===== src/rtl/pmc_pkg.sv =====
package pmc_pkg;
  typedef enum logic [1:0] {
    PM_RUN  = 2'd0,
    PM_VLPR = 2'd1,
    PM_STOP = 2'd2,
    PM_VLPS = 2'd3
  } pm_mode_e;

  function automatic logic pm_is_run(input pm_mode_e m);
    return (m == PM_RUN) || (m == PM_VLPR);
  endfunction
endpackage


===== src/rtl/pmc_dbg_track.sv =====
module pmc_dbg_track (
  input  logic clk,
  input  logic rst,
  input  logic allow_upd,
  input  logic dbg_pwr_req,
  input  logic sys_pwr_req,
  output logic dbg_now,
  output logic dbg_q
);
  logic req_any;
  assign req_any = dbg_pwr_req | sys_pwr_req;
  // live view: fresh inputs in run modes, frozen copy otherwise
  assign dbg_now = allow_upd ? req_any : dbg_q;

  always_ff @(posedge clk) begin
    if (rst) dbg_q <= 1'b0;
    else     dbg_q <= dbg_now;
  end
endmodule


===== src/rtl/pmc_exit_timer.sv =====
module pmc_exit_timer #(
  parameter int EXIT_CYC = 4
) (
  input  logic clk,
  input  logic rst,
  input  logic start,
  output logic busy,
  output logic done
);
  localparam int CW = $clog2(EXIT_CYC + 1);
  logic [CW-1:0] cnt;

  assign done = busy && (cnt == '0);

  always_ff @(posedge clk) begin
    if (rst) begin
      busy <= 1'b0;
      cnt  <= '0;
    end else if (busy) begin
      if (cnt == '0) busy <= 1'b0;
      else           cnt  <= cnt - 1'b1;
    end else if (start) begin
      busy <= 1'b1;
      cnt  <= CW'(EXIT_CYC - 1);
    end
  end

  p_done_ends_r10: assert property (@(posedge clk) disable iff (rst)
    done |=> !busy);
  p_start_arms_r10: assert property (@(posedge clk) disable iff (rst)
    (start && !busy) |=> busy);
endmodule


===== src/rtl/pmc_mode_fsm.sv =====
module pmc_mode_fsm
  import pmc_pkg::*;
(
  input  logic     clk,
  input  logic     rst,
  input  logic     req_valid,
  input  logic [1:0] req_mode,
  input  logic     wakeup,
  input  logic     dbg_now,
  input  logic     exit_done,
  output pm_mode_e mode_q,
  output pm_mode_e mode_d,
  output logic     pseudo_q,
  output logic     pseudo_d,
  output logic     exit_start
);
  pm_mode_e origin_q, origin_d;

  always_comb begin
    mode_d     = mode_q;
    pseudo_d   = pseudo_q;
    origin_d   = origin_q;
    exit_start = 1'b0;
    if (pm_is_run(mode_q)) begin
      if (req_valid) begin
        unique case (pm_mode_e'(req_mode))
          PM_RUN:  mode_d = PM_RUN;
          PM_VLPR: mode_d = PM_VLPR;
          PM_STOP: begin
            mode_d   = PM_STOP;
            origin_d = mode_q;
          end
          PM_VLPS: begin
            origin_d = mode_q;
            if (dbg_now) begin
              mode_d   = PM_STOP;
              pseudo_d = 1'b1;
            end else begin
              mode_d   = PM_VLPS;
            end
          end
          default: mode_d = mode_q;
        endcase
      end
    end else begin
      exit_start = wakeup;
      if (exit_done) begin
        mode_d   = origin_q;
        pseudo_d = 1'b0;
      end
    end
  end

  always_ff @(posedge clk) begin
    if (rst) begin
      mode_q   <= PM_RUN;
      origin_q <= PM_RUN;
      pseudo_q <= 1'b0;
    end else begin
      mode_q   <= mode_d;
      origin_q <= origin_d;
      pseudo_q <= pseudo_d;
    end
  end

  p_stop_hold_r10: assert property (@(posedge clk) disable iff (rst)
    (!pm_is_run(mode_q) && !exit_done) |=> (mode_q == $past(mode_q)));
  p_origin_run_r10: assert property (@(posedge clk) disable iff (rst)
    !pm_is_run(mode_q) |-> pm_is_run(origin_q));
endmodule


===== src/rtl/pmc_lp_ctrl.sv =====
module pmc_lp_ctrl
  import pmc_pkg::*;
#(
  parameter int EXIT_CYC = 4
) (
  input  logic       clk,
  input  logic       rst,
  input  logic       req_valid,
  input  logic [1:0] req_mode,
  input  logic       dbg_pwr_req,
  input  logic       sys_pwr_req,
  input  logic       wakeup,
  output logic [1:0] mode_o,
  output logic       core_clk_en_o,
  output logic       dbg_mem_allow_o,
  output logic       pseudo_stop_o
);
  pm_mode_e mode_q, mode_d;
  logic     pseudo_q, pseudo_d;
  logic     dbg_now, dbg_q;
  logic     exit_start, exit_busy, exit_done;
  logic     clk_en_q, mem_allow_q;

  pmc_dbg_track u_dbg (
    .clk(clk), .rst(rst),
    .allow_upd(pm_is_run(mode_q)),
    .dbg_pwr_req(dbg_pwr_req), .sys_pwr_req(sys_pwr_req),
    .dbg_now(dbg_now), .dbg_q(dbg_q)
  );

  pmc_exit_timer #(.EXIT_CYC(EXIT_CYC)) u_timer (
    .clk(clk), .rst(rst),
    .start(exit_start), .busy(exit_busy), .done(exit_done)
  );

  pmc_mode_fsm u_fsm (
    .clk(clk), .rst(rst),
    .req_valid(req_valid), .req_mode(req_mode), .wakeup(wakeup),
    .dbg_now(dbg_now), .exit_done(exit_done),
    .mode_q(mode_q), .mode_d(mode_d),
    .pseudo_q(pseudo_q), .pseudo_d(pseudo_d),
    .exit_start(exit_start)
  );

  always_ff @(posedge clk) begin
    if (rst) begin
      clk_en_q    <= 1'b1;
      mem_allow_q <= 1'b1;
    end else begin
      clk_en_q    <= pm_is_run(mode_d) | dbg_now;
      mem_allow_q <= pm_is_run(mode_d);
    end
  end

  assign mode_o          = mode_q;
  assign core_clk_en_o   = clk_en_q;
  assign dbg_mem_allow_o = mem_allow_q;
  assign pseudo_stop_o   = pseudo_q;

  p_run_clk_r7: assert property (@(posedge clk) disable iff (rst)
    pm_is_run(pm_mode_e'(mode_o)) |-> (core_clk_en_o && dbg_mem_allow_o));
  p_stop_no_mem_r8: assert property (@(posedge clk) disable iff (rst)
    !pm_is_run(pm_mode_e'(mode_o)) |-> !dbg_mem_allow_o);
  p_vlps_clk_off_r4: assert property (@(posedge clk) disable iff (rst)
    (mode_o == PM_VLPS) |-> !core_clk_en_o);
  p_pseudo_stop_r5: assert property (@(posedge clk) disable iff (rst)
    pseudo_stop_o |-> (mode_o == PM_STOP));
  p_clk_frozen_r9: assert property (@(posedge clk) disable iff (rst)
    (!pm_is_run(pm_mode_e'(mode_o)) ##1 !pm_is_run(pm_mode_e'(mode_o)))
      |-> $stable(core_clk_en_o));
  p_dbg_frozen_r9: assert property (@(posedge clk) disable iff (rst)
    (!pm_is_run(mode_q) && exit_busy) |=> $stable(dbg_q));
endmodule


===== config.mk =====
export PLATFORM = sky130hd
export DESIGN_NAME = pmc_lp_ctrl
export DESIGN_NICKNAME = d
export VERILOG_FILES = /design/src/rtl/pmc_pkg.sv /design/src/rtl/pmc_dbg_track.sv /design/src/rtl/pmc_exit_timer.sv /design/src/rtl/pmc_mode_fsm.sv /design/src/rtl/pmc_lp_ctrl.sv
export SDC_FILE = /design/constraint.sdc
export NUM_CORES = 1
export LEC_CHECK = 0
export BUFFER_PORTS_ARGS = -buffer_cell sky130_fd_sc_hd__clkbuf_2
export CAP_MARGIN = 20
export CORE_ASPECT_RATIO = 1.1
export CORE_MARGIN = 2
export CORE_UTILIZATION = 34
export CTS_CLUSTER_SIZE = 16
export DETAILED_ROUTE_END_ITERATION = 10
export SYNTH_ARGS = -nofsm -noshare
export SYNTH_HDL_FRONTEND = slang
export SYNTH_SLANG_ARGS = --single-unit

===== constraint.sdc =====
create_clock -name clk -period 2.1 [get_ports clk]
set_input_delay 0.42 -clock clk [delete_from_list [all_inputs] [get_ports clk]]
set_output_delay 0.42 -clock clk [all_outputs]
set_load 0.05 [all_outputs]

==> run summary <==
The number of synthesis warnings is 0, and the initial antenna violation count is 0. In this run the horizontal extent of the chip is 40.8 um. Startpoint of the worst hold path: rst.

The clock power share came out at 28.9%. The slew at the pin closest to its max-slew limit was 345 ps. The switching share of power came out at 27.2%. In this run the post-CTS setup repair buffer count came out at 0. The run gives 661 um as the final HPWL from detailed placement. For this design, the sink count on the clock tree is 12.

The area of the die is 1820 um2. The tools report the nature of the critical path endpoint as a primary output. The endpoint identified for the worst register-to-register timing path is u_timer.cnt[2]. The path depth of the worst reg2reg path works out to 6. For the proportion of synthesized chip area in sequential cells, the log shows 47.4%. The clock transition at the register clock pins on the worst setup and hold paths after CTS is 70 ps. Subtracting the final worst setup slack from the clock period gives 1510 ps. The wire length of the first global-routing pass was 1390 um. In this run the worst hold path is classified as primary input to flip-flop.

The cell sitting at the root of the clock tree is a sky130_fd_sc_hd__clkbuf_4. Setup total negative slack on the finished layout was measured at 0 ps. The final routed wire length divided by cell count is 10.5 um. Setup repair after global routing left no endpoint under its margin. Power spread over the standard cell area amounts to 761 nW/um2. The I/O pin count was 13; the share of cells above drive strength 1 was 34.4%. The reg-to-reg critical path startpoint was u_timer.cnt[0]. For the placer's final routability congestion estimate, the log shows 0.674. Summed over all instances, the cell type with the most area after synthesis is sky130_fd_sc_hd__dfxtp_1.

For the area of the mapped netlist, the log shows 507 um2. The flow ran to the end, and the final reports show no timing, DRC or antenna violations. The largest vdd supply drop came out at 415 uV. Data arrives at the worst endpoint at 1090 ps.

Of the total power, combinational logic draws 17.1%. Cell type of the slowest stage on the worst timing path: sky130_fd_sc_hd__dfxtp_1. The family with the most delay on the worst path is flip-flops.

Of all nets on the critical path, the largest fanout is 9. For this run the aggregate overflow at the end of global routing stands at 0. The worst register-to-register path has a setup slack of 690 ps.

The leakage power summed over all cells was 0.000266 uW; the post-detailed-route via-to-cell ratio was 4.85. The worst path buffer plus inverter count is 1, and the count of pins over their slew limit is 0. The placement row count is 14, and the via count of the first global-routing pass is 333. The final worst-path cycle share is 71.7%. The post-detailed-routing wire length is 837 um. After synthesis, the netlist uses 26 different library cells. Max-cap violations in this run came to 0. The count of cell instances traversed by the critical path came out at 1. The worst setup path category is flip-flop to primary output.

The critical path goes through clkbuf_2. The internal power is 335 uW. At the end of the flow the core is filled with cells to 43.7%.

For the number of remaining DRC errors, the log shows 0. Number of hold violations in the final report: 0. The share of synthesized area in the top cell type comes to 47.4%. In this run the tightest slew margin relative to its limit is 76.9%.

Synthesis produced a netlist whose cell count is 50. The region available for standard cell placement spans 1380 um2. The number of levels the H-tree was split into is 1, and the vertical extent of the die is 44.5 um. Yosys attributes the largest share of cell area to sky130_fd_sc_hd__dfxtp_1 (47%), sky130_fd_sc_hd__ha_1 (4.9%), sky130_fd_sc_hd__mux2i_1 (4.0%). The pre-antenna-repair detailed-routing pass consisted of 2 iterations. The power spent charging and discharging nets came out at 125 uW. Entering global routing, the biggest net connects 11 pins. The run gives 1 as the number of violations reported at the end of detailed-routing iteration 0. 0 antenna diodes ended up in the layout. Number of nets in the layout: 76. The delay of the slowest critical-path stage was 490 ps; the maximum clock insertion buffer count was 2. The global routing usage summed across all routing layers was 11.6%; the count of cells resized by post-cts repair was 0. TritonCTS built the clock tree.

The run gives 36.6% as the initial core utilization. After synthesis, the mean cell area works out to 10.1 um2. For this design, the CTS-stage hold fixing added 0 buffers. The total instance count after detailed placement came out at 77. Across the routed clock network, the largest skew measured is 1.12 ps. Quantity of I/O buffers inserted on ports: 12. Once layout is complete, the cells apart from fillers number 80. Synthesis inferred 12 register bits. Setup violations remaining at the end of the flow were counted as 0.

The final route contains 388 vias. The achievable clock frequency is 664 MHz. Clock latency on the worst-skew pair, taken at its later pin, is 260 ps. Relative to the synthesized area, the layout overhead comes to 19.3%. In this run, CTS created clock tree buffers numbering 3. Following the worst setup path forward leads to its endpoint at mode_o[1].

When the netlist entered floorplanning its net count stood at 60. STA classifies the critical path startpoint as a flip-flop. Per report_power, the sequential group accounts for 53.9% of the total. The tools report the startpoint of the most critical setup path as u_fsm.mode_q[1].

Data required time of the worst path: 1680 ps. After filler insertion, the fill cell instance count of the layout stands at 144. The run gives 0 as the count of antenna-violating nets left after detailed routing.
power by group through the flow:
stage	combinational [uW]	sequential [uW]	clock, uW
final	78.7	248	133
after global routing	86.9	249	151
after CTS	79.8	248	139
after detailed placement	79.5	253	0
after global placement	78.6	253	0
after floorplan	36.6	275	0
final cells by class:
cell class / count / area [um2] / area share [%]
clock buffers: 3 / 22.5 / 3.73
inverters: 5 / 18.8 / 3.11
multi-input cells: 32 / 243 / 40.2
flip-flops and latches: 12 / 240 / 39.8
well taps: 16 / 20.0 / 3.31
repair buffers: 12 / 60.1 / 9.94
layer usage:
layer	vias to the layer above	track usage [%]	part of all wire, %	wire length, um
met3	0	6.03	8.4	70
li1	208	-	-	-
met5	-	0	0	0
met2	14	14.7	41	342
met1	166	15.6	51	425
met4	0	6.00	0	0
cells in the mapped netlist, drive strengths merged:
master   n
mux2i    2
o22ai    1
a31oi    1
a221oi   1
nor2b    1
dfxtp   12
o31a     1
nor4b    1
nand3b   2
a21oi    2
nor2     3
and3     1
buf      1
a211oi   1
mux2     1
inv      5
nand3    1
o21ai    3
and2     1
nand2b   1
nand2    2
a31o     2
a21o     1
nor3     1
ha       2
cell usage in the layout (no fill, tap or decap):
cell type                  Yosys  routed
sky130_fd_sc_hd__a21o_2        1       1
sky130_fd_sc_hd__a31o_2        2       2
sky130_fd_sc_hd__nand3b_4      1       1
sky130_fd_sc_hd__and3_2        1       1
sky130_fd_sc_hd__a211oi_1      1       1
sky130_fd_sc_hd__o21ai_0       3       3
sky130_fd_sc_hd__and2_1        1       1
sky130_fd_sc_hd__clkbuf_4      0       3
sky130_fd_sc_hd__a221oi_1      1       1
sky130_fd_sc_hd__o22ai_1       1       1
sky130_fd_sc_hd__nand3_1       1       1
sky130_fd_sc_hd__nor2_1        3       3
sky130_fd_sc_hd__mux2_2        1       1
sky130_fd_sc_hd__clkbuf_2      0      12
sky130_fd_sc_hd__nand3b_1      1       1
sky130_fd_sc_hd__nor3_1        1       1
sky130_fd_sc_hd__a21oi_1       2       2
sky130_fd_sc_hd__nor2b_1       1       1
sky130_fd_sc_hd__o31a_1        1       1
sky130_fd_sc_hd__mux2i_1       2       2
sky130_fd_sc_hd__nor4b_2       1       1
sky130_fd_sc_hd__nand2b_1      1       1
sky130_fd_sc_hd__inv_1         5       5
sky130_fd_sc_hd__nand2_1       2       2
sky130_fd_sc_hd__ha_1          2       2
sky130_fd_sc_hd__a31oi_1       1       1
sky130_fd_sc_hd__dfxtp_1      12      12
sequential cells by signal, summed over array words and instances, names as in the netlist:
register and cells:
u_fsm.pseudo_q 1, u_timer.busy 1, core_clk_en_o 1, dbg_mem_allow_o 1, u_fsm.mode_q 2, u_timer.cnt 3
u_dbg.dbg_q 1, u_fsm.origin_q 2
how the worst min path moves through the flow:
stage,end,slack (ps),depth (start not counted)
final,u_fsm.mode_q[1],470,2
after global routing,u_fsm.mode_q[0],470,2
after CTS,u_fsm.mode_q[1],470,2
after detailed placement,u_timer.cnt[2],470,1
after global placement,u_timer.cnt[0],460,2
after floorplan,u_timer.cnt[0],450,2
kinds of logic after synthesis:
family	share of synthesized area (%)
and+or+nand+nor	19.3
AOI/OAI and AO/OA	17.5
DFF	47.4
buffers and inverters	4.69
muxes	6.17
adders and majority gates	4.94
stage by stage:
step | instance area [um2] | hold slack (ps) | setup WS (ps) | power, uW
6_report | 604 | 469 | 594 | 460
4_1_cts | 604 | 467 | 588 | 467
3_5_place_dp | 582 | 472 | 693 | 333
3_3_place_gp | 582 | 462 | 717 | 332
5_1_grt | 604 | 473 | 545 | 487
2_1_floorplan | 507 | 450 | 724 | 311
Note: power is estimated with default switching activity, not from simulation.
